$ cat src/rtl/pwr_mode_pkg.sv
package pwr_mode_pkg;

    typedef enum logic [1:0] {
        ST_NORMAL = 2'd0,
        ST_NAP    = 2'd1,
        ST_SLEEP  = 2'd2
    } pstate_t;

    localparam logic [2:0] CODE_PIN    = 3'b000;
    localparam logic [2:0] CODE_NORMAL = 3'b001;
    localparam logic [2:0] CODE_NAP    = 3'b010;
    localparam logic [2:0] CODE_SLEEP  = 3'b100;

    localparam logic [1:0] LVL_LOW  = 2'b00;
    localparam logic [1:0] LVL_MID  = 2'b01;
    localparam logic [1:0] LVL_HIGH = 2'b10;

    function automatic logic code_is_legal(input logic [2:0] code);
        return (code == CODE_PIN) || (code == CODE_NORMAL) ||
               (code == CODE_NAP) || (code == CODE_SLEEP);
    endfunction

endpackage

$ cat src/rtl/pwr_pin_sync.sv
module pwr_pin_sync
    import pwr_mode_pkg::*;
(
    input  logic       clk,
    input  logic       rst_n,
    input  logic       soft_rst,
    input  logic [1:0] lvl_in,
    output logic [1:0] lvl_sync
);
    logic [1:0] stage1_q;
    logic [1:0] stage2_q;

    always_ff @(posedge clk or negedge rst_n) begin
        if (!rst_n) begin
            stage1_q <= LVL_MID;
            stage2_q <= LVL_MID;
        end else if (soft_rst) begin
            stage1_q <= LVL_MID;
            stage2_q <= LVL_MID;
        end else begin
            stage1_q <= lvl_in;
            stage2_q <= stage1_q;
        end
    end

    assign lvl_sync = stage2_q;
endmodule

$ cat src/rtl/pwr_mode_regs.sv
module pwr_mode_regs
    import pwr_mode_pkg::*;
#(
    parameter int NUM_CORES = 2,
    parameter int IDX_W     = 1
) (
    input  logic                   clk,
    input  logic                   rst_n,
    input  logic                   wr_en,
    input  logic [IDX_W-1:0]       core_idx,
    input  logic [2:0]             wr_data,
    output logic [2:0]             rd_data,
    output logic [NUM_CORES*3-1:0] mode_flat
);
    logic [2:0] mode_q [NUM_CORES];
    logic       idx_ok;

    assign idx_ok = (int'(core_idx) < NUM_CORES);

    for (genvar g = 0; g < NUM_CORES; g++) begin : g_reg
        always_ff @(posedge clk or negedge rst_n) begin
            if (!rst_n) begin
                mode_q[g] <= CODE_PIN;
            end else if (wr_en && idx_ok && (int'(core_idx) == g) &&
                         code_is_legal(wr_data)) begin
                mode_q[g] <= wr_data;
            end
        end
        assign mode_flat[g*3 +: 3] = mode_q[g];
    end

    always_comb begin
        rd_data = CODE_PIN;
        for (int i = 0; i < NUM_CORES; i++) begin
            if (idx_ok && (int'(core_idx) == i)) rd_data = mode_q[i];
        end
    end
endmodule

$ cat src/rtl/pwr_core_fsm.sv
module pwr_core_fsm
    import pwr_mode_pkg::*;
(
    input  logic       clk,
    input  logic       rst_n,
    input  logic [2:0] mode_code,
    input  logic [1:0] pin_code,
    output logic       nap_en,
    output logic       sleep_en
);
    pstate_t state_q;
    pstate_t state_d;

    // State register
    always_ff @(posedge clk or negedge rst_n) begin
        if (!rst_n) state_q <= ST_NORMAL;
        else        state_q <= state_d;
    end

    // Transitions: REG_GO, PIN_GO, HOLD
    always_comb begin
        state_d = state_q;
        if (mode_code != CODE_PIN) begin
            unique case (mode_code)
                CODE_NORMAL: state_d = ST_NORMAL;
                CODE_NAP:    state_d = ST_NAP;
                CODE_SLEEP:  state_d = ST_SLEEP;
                default:     state_d = state_q;
            endcase
        end else begin
            unique case (pin_code)
                LVL_LOW:  state_d = ST_SLEEP;
                LVL_MID:  state_d = ST_NORMAL;
                LVL_HIGH: state_d = ST_NAP;
                default:  state_d = state_q;
            endcase
        end
    end

    // Outputs
    always_comb begin
        nap_en   = 1'b0;
        sleep_en = 1'b0;
        unique case (state_q)
            ST_NAP:   nap_en   = 1'b1;
            ST_SLEEP: sleep_en = 1'b1;
            default:  ;
        endcase
    end
endmodule

$ cat src/rtl/pwr_mode_ctrl.sv
module pwr_mode_ctrl
    import pwr_mode_pkg::*;
#(
    parameter int NUM_CORES = 2,
    localparam int IDX_W = (NUM_CORES > 1) ? $clog2(NUM_CORES) : 1
) (
    input  logic                 clk,
    input  logic                 rst_n,
    input  logic                 soft_rst,
    input  logic [1:0]           pin_lvl,
    input  logic                 wr_en,
    input  logic [IDX_W-1:0]     core_idx,
    input  logic [2:0]           wr_data,
    output logic [2:0]           rd_data,
    output logic [NUM_CORES-1:0] nap_en,
    output logic [NUM_CORES-1:0] sleep_en
);
    logic [1:0]             pin_sync_q;
    logic [NUM_CORES*3-1:0] mode_flat;

    pwr_pin_sync u_sync (
        .clk      (clk),
        .rst_n    (rst_n),
        .soft_rst (soft_rst),
        .lvl_in   (pin_lvl),
        .lvl_sync (pin_sync_q)
    );

    pwr_mode_regs #(.NUM_CORES(NUM_CORES), .IDX_W(IDX_W)) u_regs (
        .clk       (clk),
        .rst_n     (rst_n),
        .wr_en     (wr_en),
        .core_idx  (core_idx),
        .wr_data   (wr_data),
        .rd_data   (rd_data),
        .mode_flat (mode_flat)
    );

    for (genvar g = 0; g < NUM_CORES; g++) begin : g_core
        pwr_core_fsm u_fsm (
            .clk       (clk),
            .rst_n     (rst_n),
            .mode_code (mode_flat[g*3 +: 3]),
            .pin_code  (pin_sync_q),
            .nap_en    (nap_en[g]),
            .sleep_en  (sleep_en[g])
        );
    end
endmodule

$ cat config.mk
export PLATFORM = sky130hd
export DESIGN_NAME = pwr_mode_ctrl
export DESIGN_NICKNAME = d
export VERILOG_FILES = /design/src/rtl/pwr_mode_pkg.sv /design/src/rtl/pwr_pin_sync.sv /design/src/rtl/pwr_mode_regs.sv /design/src/rtl/pwr_core_fsm.sv /design/src/rtl/pwr_mode_ctrl.sv
export SDC_FILE = /design/constraint.sdc
export NUM_CORES = 1
export LEC_CHECK = 0
export BUFFER_PORTS_ARGS = -buffer_cell sky130_fd_sc_hd__buf_4
export CORE_UTILIZATION = 35
export DETAILED_ROUTE_END_ITERATION = 7
export PLACE_DENSITY = 0.67
export SLEW_MARGIN = 20
export SYNTH_ARGS = -nofsm -noshare
export SYNTH_HDL_FRONTEND = slang
export SYNTH_HIERARCHICAL = 1
export SYNTH_SLANG_ARGS = --single-unit
$ cat constraint.sdc
create_clock -name clk -period 1.5 [get_ports clk]
set_input_delay 0.15 -clock clk [delete_from_list [all_inputs] [get_ports clk]]
set_output_delay 0.15 -clock clk [all_outputs]
set_load 0.005 [all_outputs]
---- Word-level counts from Yosys, hierarchy flattened ----
Index checks and enable logic that the tools add are counted.
storage, ports and cells
  flip-flop bits (word level) ............. 14
  bits of input ports ..................... 10
  output and inout port bits .............. 7
  word-level logic and storage cells ...... 51
operators by class
  equality and inequality tests ........... 17
  multiplexer cells ....................... 12
  bitwise gates (word level) .............. 1
  reductions and logical operators ........ 15
operators with widths
  operator                                        number
  case mux 2 bit (3 select lines)                 3
  == test 3 x 1 -> 1 bit (second input constant)  3
  == test 3 x 2 -> 1 bit (second input constant)  3
  == test 3 bit (second input constant)           3
  2-to-1 mux 2 bit                                4
  != test 4 bit (second input constant)           2
  nonzero test 4 bit                              2
  == test 2 x 1 -> 1 bit (second input constant)  3
  == test 2 bit (second input constant)           3
  nonzero test 3 bit                              2
  logical AND 1 bit                               4
  2-to-1 mux 1 bit                                4
  AND reduction 2 bit                             2
  logical NOT 3 bit                               1
  logical OR 1 bit                                3
  2-to-1 mux 3 bit                                1
  logical NOT 2 bit                               1
  NOT 1 bit                                       1

---- Logic depth before layout (Yosys ltp) ----
Gate-level depths: netlist of run 1.
  depth after elaboration ................. 5
  mapped depth ............................ 5

---- Hierarchy ----
Netlist of run 1, hierarchy kept.
modules (own cells, without submodules)
  module         times used  cells each  area an instance (sq um)  sequential area each (sq um)
  pwr_core_fsm   2           24          205.2                     50.0
  pwr_mode_regs  1           39          370.4                     150.1
  pwr_pin_sync   1           8           127.6                     102.6

---- Worst setup path after synthesis of run 1 ----
No wires, ideal clock.
  path kind ............................... reg2reg
  from .................................... reg u_sync.stage2_q[0], in the netlist u_sync/lvl_sync[0]
  to ...................................... reg g_core[0].u_fsm.state_q[1]
  library setup time ...................... 0.071 ns
  arrival ................................. 1.409 ns
  path slack .............................. 0.020 ns
  cell stages (with the launch flop) ...... 5
  period minus slack after synthesis ...... 1.480 ns
  cell sequence ........................... dfstp_2 inv_1 ha_1 or4_1 nand4_1
between the ends
  word-level cells in the longest chain between the ends .. 3
  elaborated cells between the ends (all ways) .. 7
  those cells by class .................... eq/ne: 2; mux: 2; reduce/logical: 3
ends and longest elaborated chain
  item                                                                          line                text
  from (decl)                                                                   pwr_pin_sync.sv:11  logic [1:0] stage2_q;
  from (signal assigned)                                                        pwr_pin_sync.sv:22  stage2_q <= stage1_q;
  == test 2 bit, or another cell as far along                                   pwr_core_fsm.sv:31  unique case (pin_code)
  case mux 2 bit (3 select lines) / nonzero test 4 bit (equally long branches)  n/a
  2-to-1 mux 2 bit / AND reduction 2 bit (equally long branches)                n/a
  to (signal assigned)                                                          pwr_core_fsm.sv:17  else state_q <= state_d;
  to (decl)                                                                     pwr_core_fsm.sv:11  pstate_t state_q;
Several ways; a longest one is shown, not always the timed one.
A chain may end at the register's enable or synchronous reset.

---- Final worst setup path of run 1 ----
Ends and elaborated chain as after synthesis.

==> impl_metrics.json, run 1 <==
{
  "crit_path_end_kind": "flip-flop",
  "place_hpwl_um": 1459,
  "gp_congestion": 0.7283,
  "avgSynthCellArea_sq_um": 9.562,
  "grt_start_max_net_pins": 15,
  "hold_viol": 0,
  "reg2reg_from": "u_sync/lvl_sync[0]$_DFF_PN1_",
  "power.share.sequential_pct": 47.5,
  "fmax_ghz": 0.6597,
  "final_max_slew_viol_count": 0,
  "startpoint_type": "flip-flop",
  "h-tree-depth": 1,
  "clkPwrFrac_pct": 24.6,
  "reg2reg_to": "g_core[0].u_fsm/state_q[1]$_DFFE_PN0P_",
  "ant_nets": 0,
  "setup_violations": 2,
  "whs_endpoint": "u_sync/lvl_sync[1]$_DFF_PN0_",
  "drtIter0Drc": 25,
  "ys.flop_type": "dfrtp_1",
  "grt_pass1_vias": 827,
  "globalRouteTotalUtil_pct": 17.91,
  "final_area_sq_um": 1247,
  "wl_met2_um": 1120,
  "clock_skew_ns": 0.003103,
  "synthCells": 95,
  "synth_top_cells_by_count": "14 x o21ai_0, 12 x dfrtp_1, 9 x nand2_1",
  "wire_per_inst_um": 14.21,
  "ir_worst_vdd_v": 0.0006261,
  "die_w_um": 52.95,
  "worst_pin_slew_ns": 0.2939,
  "first_pass_iters": 4,
  "p_sw_w": 0.0003352,
  "wl_met1_um": 963,
  "grt_pass1_wl_um": 3622,
  "clock_path_buffers": 2,
  "die_h_um": 52.95,
  "max-slew-margin-rel_pct": 80.13,
  "arrival_ns": 1.73,
  "synth_area_leaders": "dfrtp_1 33%, ha_1 11%, o21ai_0 7.7%",
  "rsz0062_at_grt": "true",
  "synth_top_area_share_pct": 33.06,
  "vias": 826,
  "yosys.area.top_type": "dfrtp_1",
  "min_path_type": "in -> reg",
  "regArea_sq_um": 354.1,
  "synth.most_common_cell": "o21ai_0",
  "fin_ws_ns": -0.01588,
  "swShare_pct": 30.65,
  "syn_area_sq_um": 908.4,
  "root_buffer": "clkbuf_4",
  "worstSkewPairLatency_ns": 0.27,
  "critical_path_class": "reg -> reg",
  "n_fill_cell": 215,
  "synth.distinct_cells": 22,
  "fin_tns_setup_ns": -0.02883,
  "min_path_cells": 2,
  "rr_worst_depth": 5,
  "comb_power_share_pct": 27.9,
  "critPathMaxFanout": 4,
  "timing.reg2reg.setup_slack_ns": -0.02,
  "postPlaceCellArea_sq_um": 1077,
  "num_antenna_cells": 0,
  "die_area_sq_um": 2803,
  "p_leak_nw": 0.4989,
  "cts_tree": "done",
  "worstPathRequired_ns": 1.71,
  "core_sq_um": 2455,
  "rows": 18,
  "synth_seq_cells": 14,
  "cts_sinks": 14,
  "overflow": 0,
  "p_per_area_nw_per_um2": 876.6,
  "cts_buffers": 3,
  "clk_pin_slew_ns": 0.09,
  "async_flop_share_pct": 100.0,
  "antenna_found_initial": 0,
  "start_util_pct": 37.00,
  "top_layer": "met4",
  "synth_edf_count": 0,
  "yosysWarnings": 6,
  "drv_cap": 0,
  "synth_seq_area_share_pct": 38.84,
  "worstHoldStart": "soft_rst",
  "finalWirelength_um": 2160,
  "min_period_ns": 1.516,
  "syn_to_final_growth_pct": 37.33,
  "io_buffers": 16,
  "violations": "negative setup slack",
  "detail_route.vias_per_cell": 5.434,
  "multi_input_area_sq_um": 614.3,
  "io_pins": 17,
  "drcViolationCount": 0,
  "p_int_w": 0.0007583,
  "routed-wl-met3_um": 63,
  "fin_crit_sh_pct": 101.1,
  "drive_gt1_share_pct": 39.34,
  "status": "complete, but fails checks",
  "syn-num-nets": 113,
  "nNetsFinal": 141,
  "pre_cts_ws_ns": -0.07112
}
worst max path at each step:
stage | start | to | slack, ns | depth (start not counted)
2_1_floorplan | u_sync/lvl_sync[0]$_DFF_PN1_ | g_core[0].u_fsm/state_q[1]$_DFFE_PN0P_ | 0.02 | 4
3_3_place_gp | u_sync/lvl_sync[0]$_DFF_PN1_ | g_core[0].u_fsm/state_q[0]$_DFFE_PN0P_ | -0.02 | 5
3_5_place_dp | u_sync/lvl_sync[0]$_DFF_PN1_ | g_core[0].u_fsm/state_q[0]$_DFFE_PN0P_ | -0.07 | 6
4_1_cts | u_sync/lvl_sync[0]$_DFF_PN1_ | g_core[0].u_fsm/state_q[1]$_DFFE_PN0P_ | -0.006 | 5
5_1_grt | u_sync/lvl_sync[0]$_DFF_PN1_ | g_core[1].u_fsm/state_q[0]$_DFFE_PN0P_ | -0.09 | 6
6_report | u_sync/lvl_sync[0]$_DFF_PN1_ | g_core[0].u_fsm/state_q[1]$_DFFE_PN0P_ | -0.02 | 5
timing repair:
action                                 in CTS  in global routing
endpoints found under the hold margin      14                  0
setup endpoints to repair                   4                  4
setup buffers                               3                  1
pin swaps                                   7                  0
gates resized for setup                    14                  5
hold buffers                                1                  0
worst max-delay path: stages, from the launching register on:
cell	delay, ns
dfstp_2	0.59
buf_6	0.12
ha_4	0.13
nor4_4	0.05
or4_1	0.48
nand4_1	0.09
state kept, by name (all words and copies together), names as in the netlist:
signal	cells
g_core.u_fsm/state_q	4
u_sync/lvl_sync	2
u_regs/mode_flat	6
u_sync/stage1_q	2
power by group through the flow:
stage                     sequential (W)  clock (W)  combinational [W]
after floorplan                 0.000494          0           0.000160
after global placement          0.000514          0           0.000270
after detailed placement        0.000519          0           0.000280
after CTS                       0.000515   0.000271           0.000300
after global routing            0.000531   0.000284           0.000344
final                           0.000519   0.000269           0.000306
through the flow:
stage               total power (W)  util (%)  instances  hold WS (ns)
CTS                        0.001087     49.44        151       0.02918
detailed placement        0.0007989     43.88        143      0.008470
global placement          0.0007841     43.88        143      0.007869
global route               0.001159     50.82        152       0.04293
finish                     0.001093     50.82        152       0.03217
floorplan                 0.0006543         -         95       -0.1456
routing by layer:
metal | vias up | track usage (%)
met1 | 403 | 21.91
met4 | 0 | 7.018
met2 | 21 | 31.86
met3 | 2 | 1.724
met5 | - | 0
li1 | 400 | -
cell families (layout without fill, tap and decap cells):
| logic type | after synthesis | after routing | synth area share (%) |
|---|---|---|---|
| and+or+nand+nor | 49 | 49 | 34.71 |
| AOI/OAI and AO/OA | 16 | 16 | 8.816 |
| DFF | 14 | 14 | 38.84 |
| adders and majority gates | 8 | 8 | 11.02 |
| buffers and inverters | 5 | 32 | 2.892 |
| muxes | 3 | 3 | 3.719 |
area by class of cell:
cell class	instances	area share, %
multi-input combinational	76	49.25
sequential	14	28.39
timing repair buffer	24	15.25
tap	30	3.009
clock buffer	4	2.909
inverter	4	1.204
layout by cell type, fill, tap and decap left out, types with 3 or more instances in the layout:
cell,instances
and2_1,3
and4bb_2,3
buf_4,21
clkbuf_4,3
dfrtp_1,11
ha_4,5
inv_2,3
mux2_2,3
nand2_1,9
nand3_1,4
nand3b_1,4
nand4_1,4
nor2_1,4
nor2b_1,6
nor4b_1,3
o21ai_0,14
Note: power is estimated with default switching activity, not from simulation.
==> inputs of run 2 (changes only) <==
--- a/config.mk
+++ b/config.mk
@@ -7,6 +7,7 @@
 export LEC_CHECK = 0
 export BUFFER_PORTS_ARGS = -buffer_cell sky130_fd_sc_hd__buf_4
 export CORE_UTILIZATION = 35
+export CTS_BUF_LIST = sky130_fd_sc_hd__clkbuf_2
 export DETAILED_ROUTE_END_ITERATION = 7
 export PLACE_DENSITY = 0.67
 export SLEW_MARGIN = 20
==> run 2 against run 1 <==
The flow still finishes with violations (negative setup slack). Clock-buffer cell count shrank 1. Non-clock buffer count down 1. Routed wire length decreased by 1.9%. Register-to-register slack got worse by 0.04 ns. Largest cell class unchanged. Largest power group unchanged.
==> impl_metrics.json, run 2 (synthesis results as in run 1) <==
{
  "status": "complete, but fails checks",
  "violations": "negative setup slack",
  "place_hpwl_um": 1459,
  "antenna_found_initial": 0,
  "hold_viol": 0,
  "nNetsFinal": 140,
  "start_util_pct": 37.00,
  "io_buffers": 16,
  "drive_gt1_share_pct": 36.36,
  "grt_pass1_wl_um": 3657,
  "grt_pass1_vias": 844,
  "detail_route.vias_per_cell": 5.583,
  "cts_tree": "done",
  "h-tree-depth": 1,
  "cts_sinks": 14,
  "min_path_type": "in -> reg",
  "fin_util_pct": 48.98,
  "min_period_ns": 1.552,
  "gp_congestion": 0.7283,
  "arrival_ns": 1.78,
  "clkPwrFrac_pct": 18.3,
  "critPathMaxFanout": 4,
  "die_h_um": 52.95,
  "syn_to_final_growth_pct": 32.37,
  "cts_buffers": 3,
  "finalWirelength_um": 2118,
  "core_sq_um": 2455,
  "die_area_sq_um": 2803,
  "root_buffer": "clkbuf_2",
  "comb_power_share_pct": 30.1,
  "setup_violations": 3,
  "p_leak_nw": 0.4864,
  "worst_pin_slew_ns": 0.3265,
  "fin_ws_ns": -0.05212,
  "worstSkewPairLatency_ns": 0.28,
  "fin_crit_sh_pct": 103.5,
  "rsz0062_at_grt": "true",
  "io_pins": 17,
  "rows": 18,
  "overflow": 0,
  "clock_skew_ns": 0.005015,
  "drcViolationCount": 0,
  "max-slew-margin-rel_pct": 77.92,
  "layout_commonest_cell": "buf_4",
  "final_max_slew_viol_count": 0,
  "critical_path_class": "reg -> reg",
  "startpoint_type": "flip-flop",
  "slowest_stage": "dfstp_2",
  "layout_common_cells": "22 x buf_4, 14 x o21ai_0, 11 x dfrtp_1",
  "slowest_delay_ns": 0.61,
  "power.share.sequential_pct": 51.5,
  "vias": 843,
  "grt_start_max_net_pins": 15,
  "drv_cap": 0,
  "die_w_um": 52.95,
  "crit_path_cell_trace": "buf_4 -> ha_4 -> nor4_4 -> or4_1 -> nand4_1",
  "wire_per_inst_um": 14.03,
  "clk_pin_slew_ns": 0.14,
  "worstPathRequired_ns": 1.73,
  "p_int_w": 0.0006656,
  "drtIter0Drc": 25,
  "num_antenna_cells": 0,
  "p_sw_w": 0.0003375,
  "ant_nets": 0,
  "fmax_ghz": 0.6443,
  "swShare_pct": 33.65,
  "clock_path_buffers": 2,
  "largest_reg_flops": 6,
  "ir_worst_vdd_v": 0.0006117,
  "crit_path_end_kind": "flip-flop",
  "total_power_w": 0.001003,
  "globalRouteTotalUtil_pct": 18.23,
  "p_per_area_nw_per_um2": 834.2,
  "first_pass_iters": 4
}
run 2: stage by stage:
| stage | cell area [sq um] | hold WS (ns) | TNS, ns | cells | worst slack [ns] |
|---|---|---|---|---|---|
| 3_5_place_dp | 1077 | 0.008470 | -0.2663 | 143 | -0.07112 |
| 4_1_cts | 1179 | 0.01362 | -0.03307 | 151 | -0.02803 |
| 6_report | 1202 | 0.01003 | -0.09729 | 151 | -0.05212 |
| 3_3_place_gp | 1077 | 0.007869 | -0.03055 | 143 | -0.02205 |
| 5_1_grt | 1202 | 0.01568 | -0.2904 | 151 | -0.09748 |
| 2_1_floorplan | 908.4 | -0.1456 | 0 | 95 | 0.02015 |
run 2: worst paths after layout:
path	start	endpoint	slack [ns]	cells after the start
worst min-delay path	soft_rst	u_sync/lvl_sync[1]$_DFF_PN0_	0.01	2
worst max register to register	u_sync/lvl_sync[0]$_DFF_PN1_	g_core[0].u_fsm/state_q[1]$_DFFE_PN0P_	-0.05	5
min in group asynchronous	rst_n	u_sync/stage1_q[1]$_DFF_PN0_	0.23	2
max in group asynchronous	rst_n	u_sync/lvl_sync[0]$_DFF_PN1_	1.04	2
worst min register to register	u_sync/stage1_q[1]$_DFF_PN0_	u_sync/lvl_sync[1]$_DFF_PN0_	0.48	1
worst max-delay path	u_sync/lvl_sync[0]$_DFF_PN1_	g_core[0].u_fsm/state_q[1]$_DFFE_PN0P_	-0.05	5
run 2: area by class of cell:
cell class / count / area [sq um]
multi-input combinational: 76 / 601.8
fill: 219 / 1252
tap: 30 / 37.54
sequential: 14 / 354.1
clock inverter: 1 / 3.754
timing repair buffer: 23 / 175.2
inverter: 4 / 15.01
clock buffer: 3 / 15.01
run 2: worst max-delay path, delay by kind of cell (launching register included):
kind                     cells  cell delay [ns]
AND/OR/NAND/NOR              3             0.61
flip-flops                   1             0.61
adder cells (fa/ha/maj)      1             0.13
buffers and inverters        1             0.14
run 2: what timing repair did:
item                                    4_1_cts  5_1_grt
endpoints found under the setup margin        4        4
hold endpoints to repair                     14        0
pin swaps                                     6        1
buffers inserted                              3        0
gates cloned                                  0        0
resized for setup                            10        4
hold buffers                                  1        0
run 2: routing by layer:
metal	global-route usage (%)	wire length, um	vias to the layer above
met5	0	0	-
met1	21.42	935	418
li1	-	-	396
met3	2.011	74	4
met2	31.86	1083	25
met4	10.09	25	0
run 2: power groups by stage:
stage	clock network (W)	registers [W]	logic, W
global placement	0	0.000514	0.000270
finish	0.000184	0.000517	0.000302
detailed placement	0	0.000519	0.000280
CTS	0.000184	0.000514	0.000298
global route	0.000196	0.000530	0.000340
floorplan	0	0.000494	0.000160
==> inputs of run 3 (changes only) <==
--- a/config.mk
+++ b/config.mk
@@ -9,7 +9,8 @@
 export CORE_UTILIZATION = 35
 export CTS_BUF_LIST = sky130_fd_sc_hd__clkbuf_2
 export DETAILED_ROUTE_END_ITERATION = 7
-export PLACE_DENSITY = 0.67
+export PLACE_DENSITY = 0.65
+export RECOVER_POWER = 25
 export SLEW_MARGIN = 20
 export SYNTH_ARGS = -nofsm -noshare
 export SYNTH_HDL_FRONTEND = slang
==> constraint.sdc (replaced) <==
create_clock -name clk -period 1.6 [get_ports clk]
set_input_delay 0.16 -clock clk [delete_from_list [all_inputs] [get_ports clk]]
set_output_delay 0.16 -clock clk [all_outputs]
set_load 0.005 [all_outputs]
==> run 3 against run 2 <==
The run now ends clean. Global-route usage is 3.1 points lower. Non-clock buffer count is 5 lower. Sequential power is 6.4% lower. Design area is 6.9% lower. Critical path type unchanged. Critical endpoint unchanged. Largest cell class unchanged.
==> impl_metrics.json, run 3 (synthesis results as in run 1) <==
{
  "status": "finished, final reports clean",
  "fin_crit_sh_pct": 95.44,
  "slowest_stage": "dfstp_2",
  "clk_pin_slew_ns": 0.14,
  "holdWs_ns": 0.06746,
  "critical_path_class": "reg -> reg",
  "grt_start_max_net_pins": 15,
  "min_path_type": "in -> reg",
  "clkPwrFrac_pct": 18.5,
  "total_power_w": 0.0009184,
  "die_h_um": 52.95,
  "swShare_pct": 33.21,
  "num_antenna_cells": 0,
  "final_max_slew_viol_count": 0,
  "startpoint_type": "flip-flop",
  "worstSkewPairLatency_ns": 0.27,
  "worst_pin_slew_ns": 0.7869,
  "p_sw_w": 0.0003050,
  "cts_tree": "done",
  "grt_pass1_vias": 678,
  "overflow": 0,
  "fin_ws_ns": 0.07300,
  "drive_gt1_share_pct": 28.45,
  "cts_sinks": 14,
  "ant_nets": 0,
  "cts_buffers": 3,
  "place_hpwl_um": 1374,
  "critPathMaxFanout": 4,
  "p_leak_nw": 0.4586,
  "syn_to_final_growth_pct": 23.28,
  "p_int_w": 0.0006134,
  "drv_cap": 0,
  "crit_path_end_kind": "flip-flop",
  "start_util_pct": 37.00,
  "root_buffer": "clkbuf_2",
  "clock_skew_ns": 0.005759,
  "hold_viol": 0,
  "wire_per_inst_um": 12.87,
  "finalWirelength_um": 1879,
  "max-slew-margin-rel_pct": 47.54,
  "worstPathRequired_ns": 1.82,
  "drcViolationCount": 0,
  "io_pins": 17,
  "min_period_ns": 1.527,
  "power.share.sequential_pct": 52.7,
  "die_area_sq_um": 2803,
  "crit_path_cell_trace": "inv_2 -> ha_2 -> or4_1 -> nand4_1",
  "antenna_found_initial": 0,
  "arrival_ns": 1.75,
  "p_per_area_nw_per_um2": 820.1,
  "vias": 788,
  "gp_congestion": 0.7757,
  "drtIter0Drc": 22,
  "slowest_delay_ns": 0.60,
  "layout_common_cells": "14 x o21ai_0, 14 x buf_4, 12 x dfrtp_1",
  "largest_reg_flops": 6,
  "setup_violations": 0,
  "timing.reg2reg.setup_slack_ns": 0.07,
  "rows": 18,
  "nNetsFinal": 135,
  "io_buffers": 16,
  "core_sq_um": 2455,
  "globalRouteTotalUtil_pct": 15.08,
  "clock_path_buffers": 2,
  "pre_cts_ws_ns": -0.001805,
  "fmax_ghz": 0.6549,
  "h-tree-depth": 1,
  "ir_worst_vdd_v": 0.0005655,
  "comb_power_share_pct": 28.9,
  "grt_pass1_wl_um": 3015,
  "first_pass_iters": 4,
  "die_w_um": 52.95,
  "detail_route.vias_per_cell": 5.397
}
run 3: power by group through the flow:
stage	Clock [W]	Sequential, W	Combinational [W]
detailed placement	0	0.000487	0.000258
global placement	0	0.000485	0.000250
global route	0.000186	0.000496	0.000301
floorplan	0	0.000463	0.000150
CTS	0.000179	0.000482	0.000262
finish	0.000170	0.000484	0.000265
run 3: through the flow:
step / utilization [%] / instances / cell area, sq um / TNS (ns)
after floorplan: - / 95 / 908.4 / 0
after global placement: 43.27 / 141 / 1062 / 0
after detailed placement: 43.27 / 141 / 1062 / -0.001805
after CTS: 44.80 / 146 / 1100 / 0
after global routing: 45.62 / 146 / 1120 / -0.003528
final: 45.62 / 146 / 1120 / 0
run 3: metal layers:
metal  share of wire (%)  track usage (%)  vias up
li1                    -                -      387
met1                  46            19.43      387
met2                  51            24.47       12
met3                 2.0            1.724        2
met4                 1.0            7.895        0
met5                   0                0        -
run 3: critical path, delay by kind of cell (launching register included):
| kind | cells | cell delay [ns] |
|---|---|---|
| flops | 1 | 0.60 |
| fa+ha+maj | 1 | 0.26 |
| buf+inv | 1 | 0.06 |
| simple gates | 2 | 0.57 |
run 3: final cells by class:
type                       count  area [sq um]
inverter                       4         15.01
tap                           30         37.54
fill                         234          1335
sequential                    14         352.8
multi-input combinational     76         565.5
clock buffer                   3         15.01
timing repair buffer          18         130.1
clock inverter                 1         3.754
run 3: what timing repair did:
item                                   4_1_cts  5_1_grt
endpoints found under the hold margin       14        0
hold buffers                                 1        0
pin swaps                                    1        3
buffers inserted                             0        0
setup endpoints to repair                    1        4
gates resized for setup                      1        6
run 3: final timing paths:
kind | start | end | cells past startpoint
worst max-delay path | u_sync/lvl_sync[0]$_DFF_PN1_ | g_core[0].u_fsm/state_q[1]$_DFFE_PN0P_ | 4
worst min-delay path | pin_lvl[0] | u_sync/stage1_q[0]$_DFF_PN1_ | 2
worst max register to register | u_sync/lvl_sync[0]$_DFF_PN1_ | g_core[0].u_fsm/state_q[1]$_DFFE_PN0P_ | 4
worst min register to register | u_sync/stage1_q[1]$_DFF_PN0_ | u_sync/lvl_sync[1]$_DFF_PN0_ | 1
max in group asynchronous | rst_n | g_core[1].u_fsm/state_q[0]$_DFFE_PN0P_ | 2
min in group asynchronous | rst_n | g_core[0].u_fsm/state_q[0]$_DFFE_PN0P_ | 2
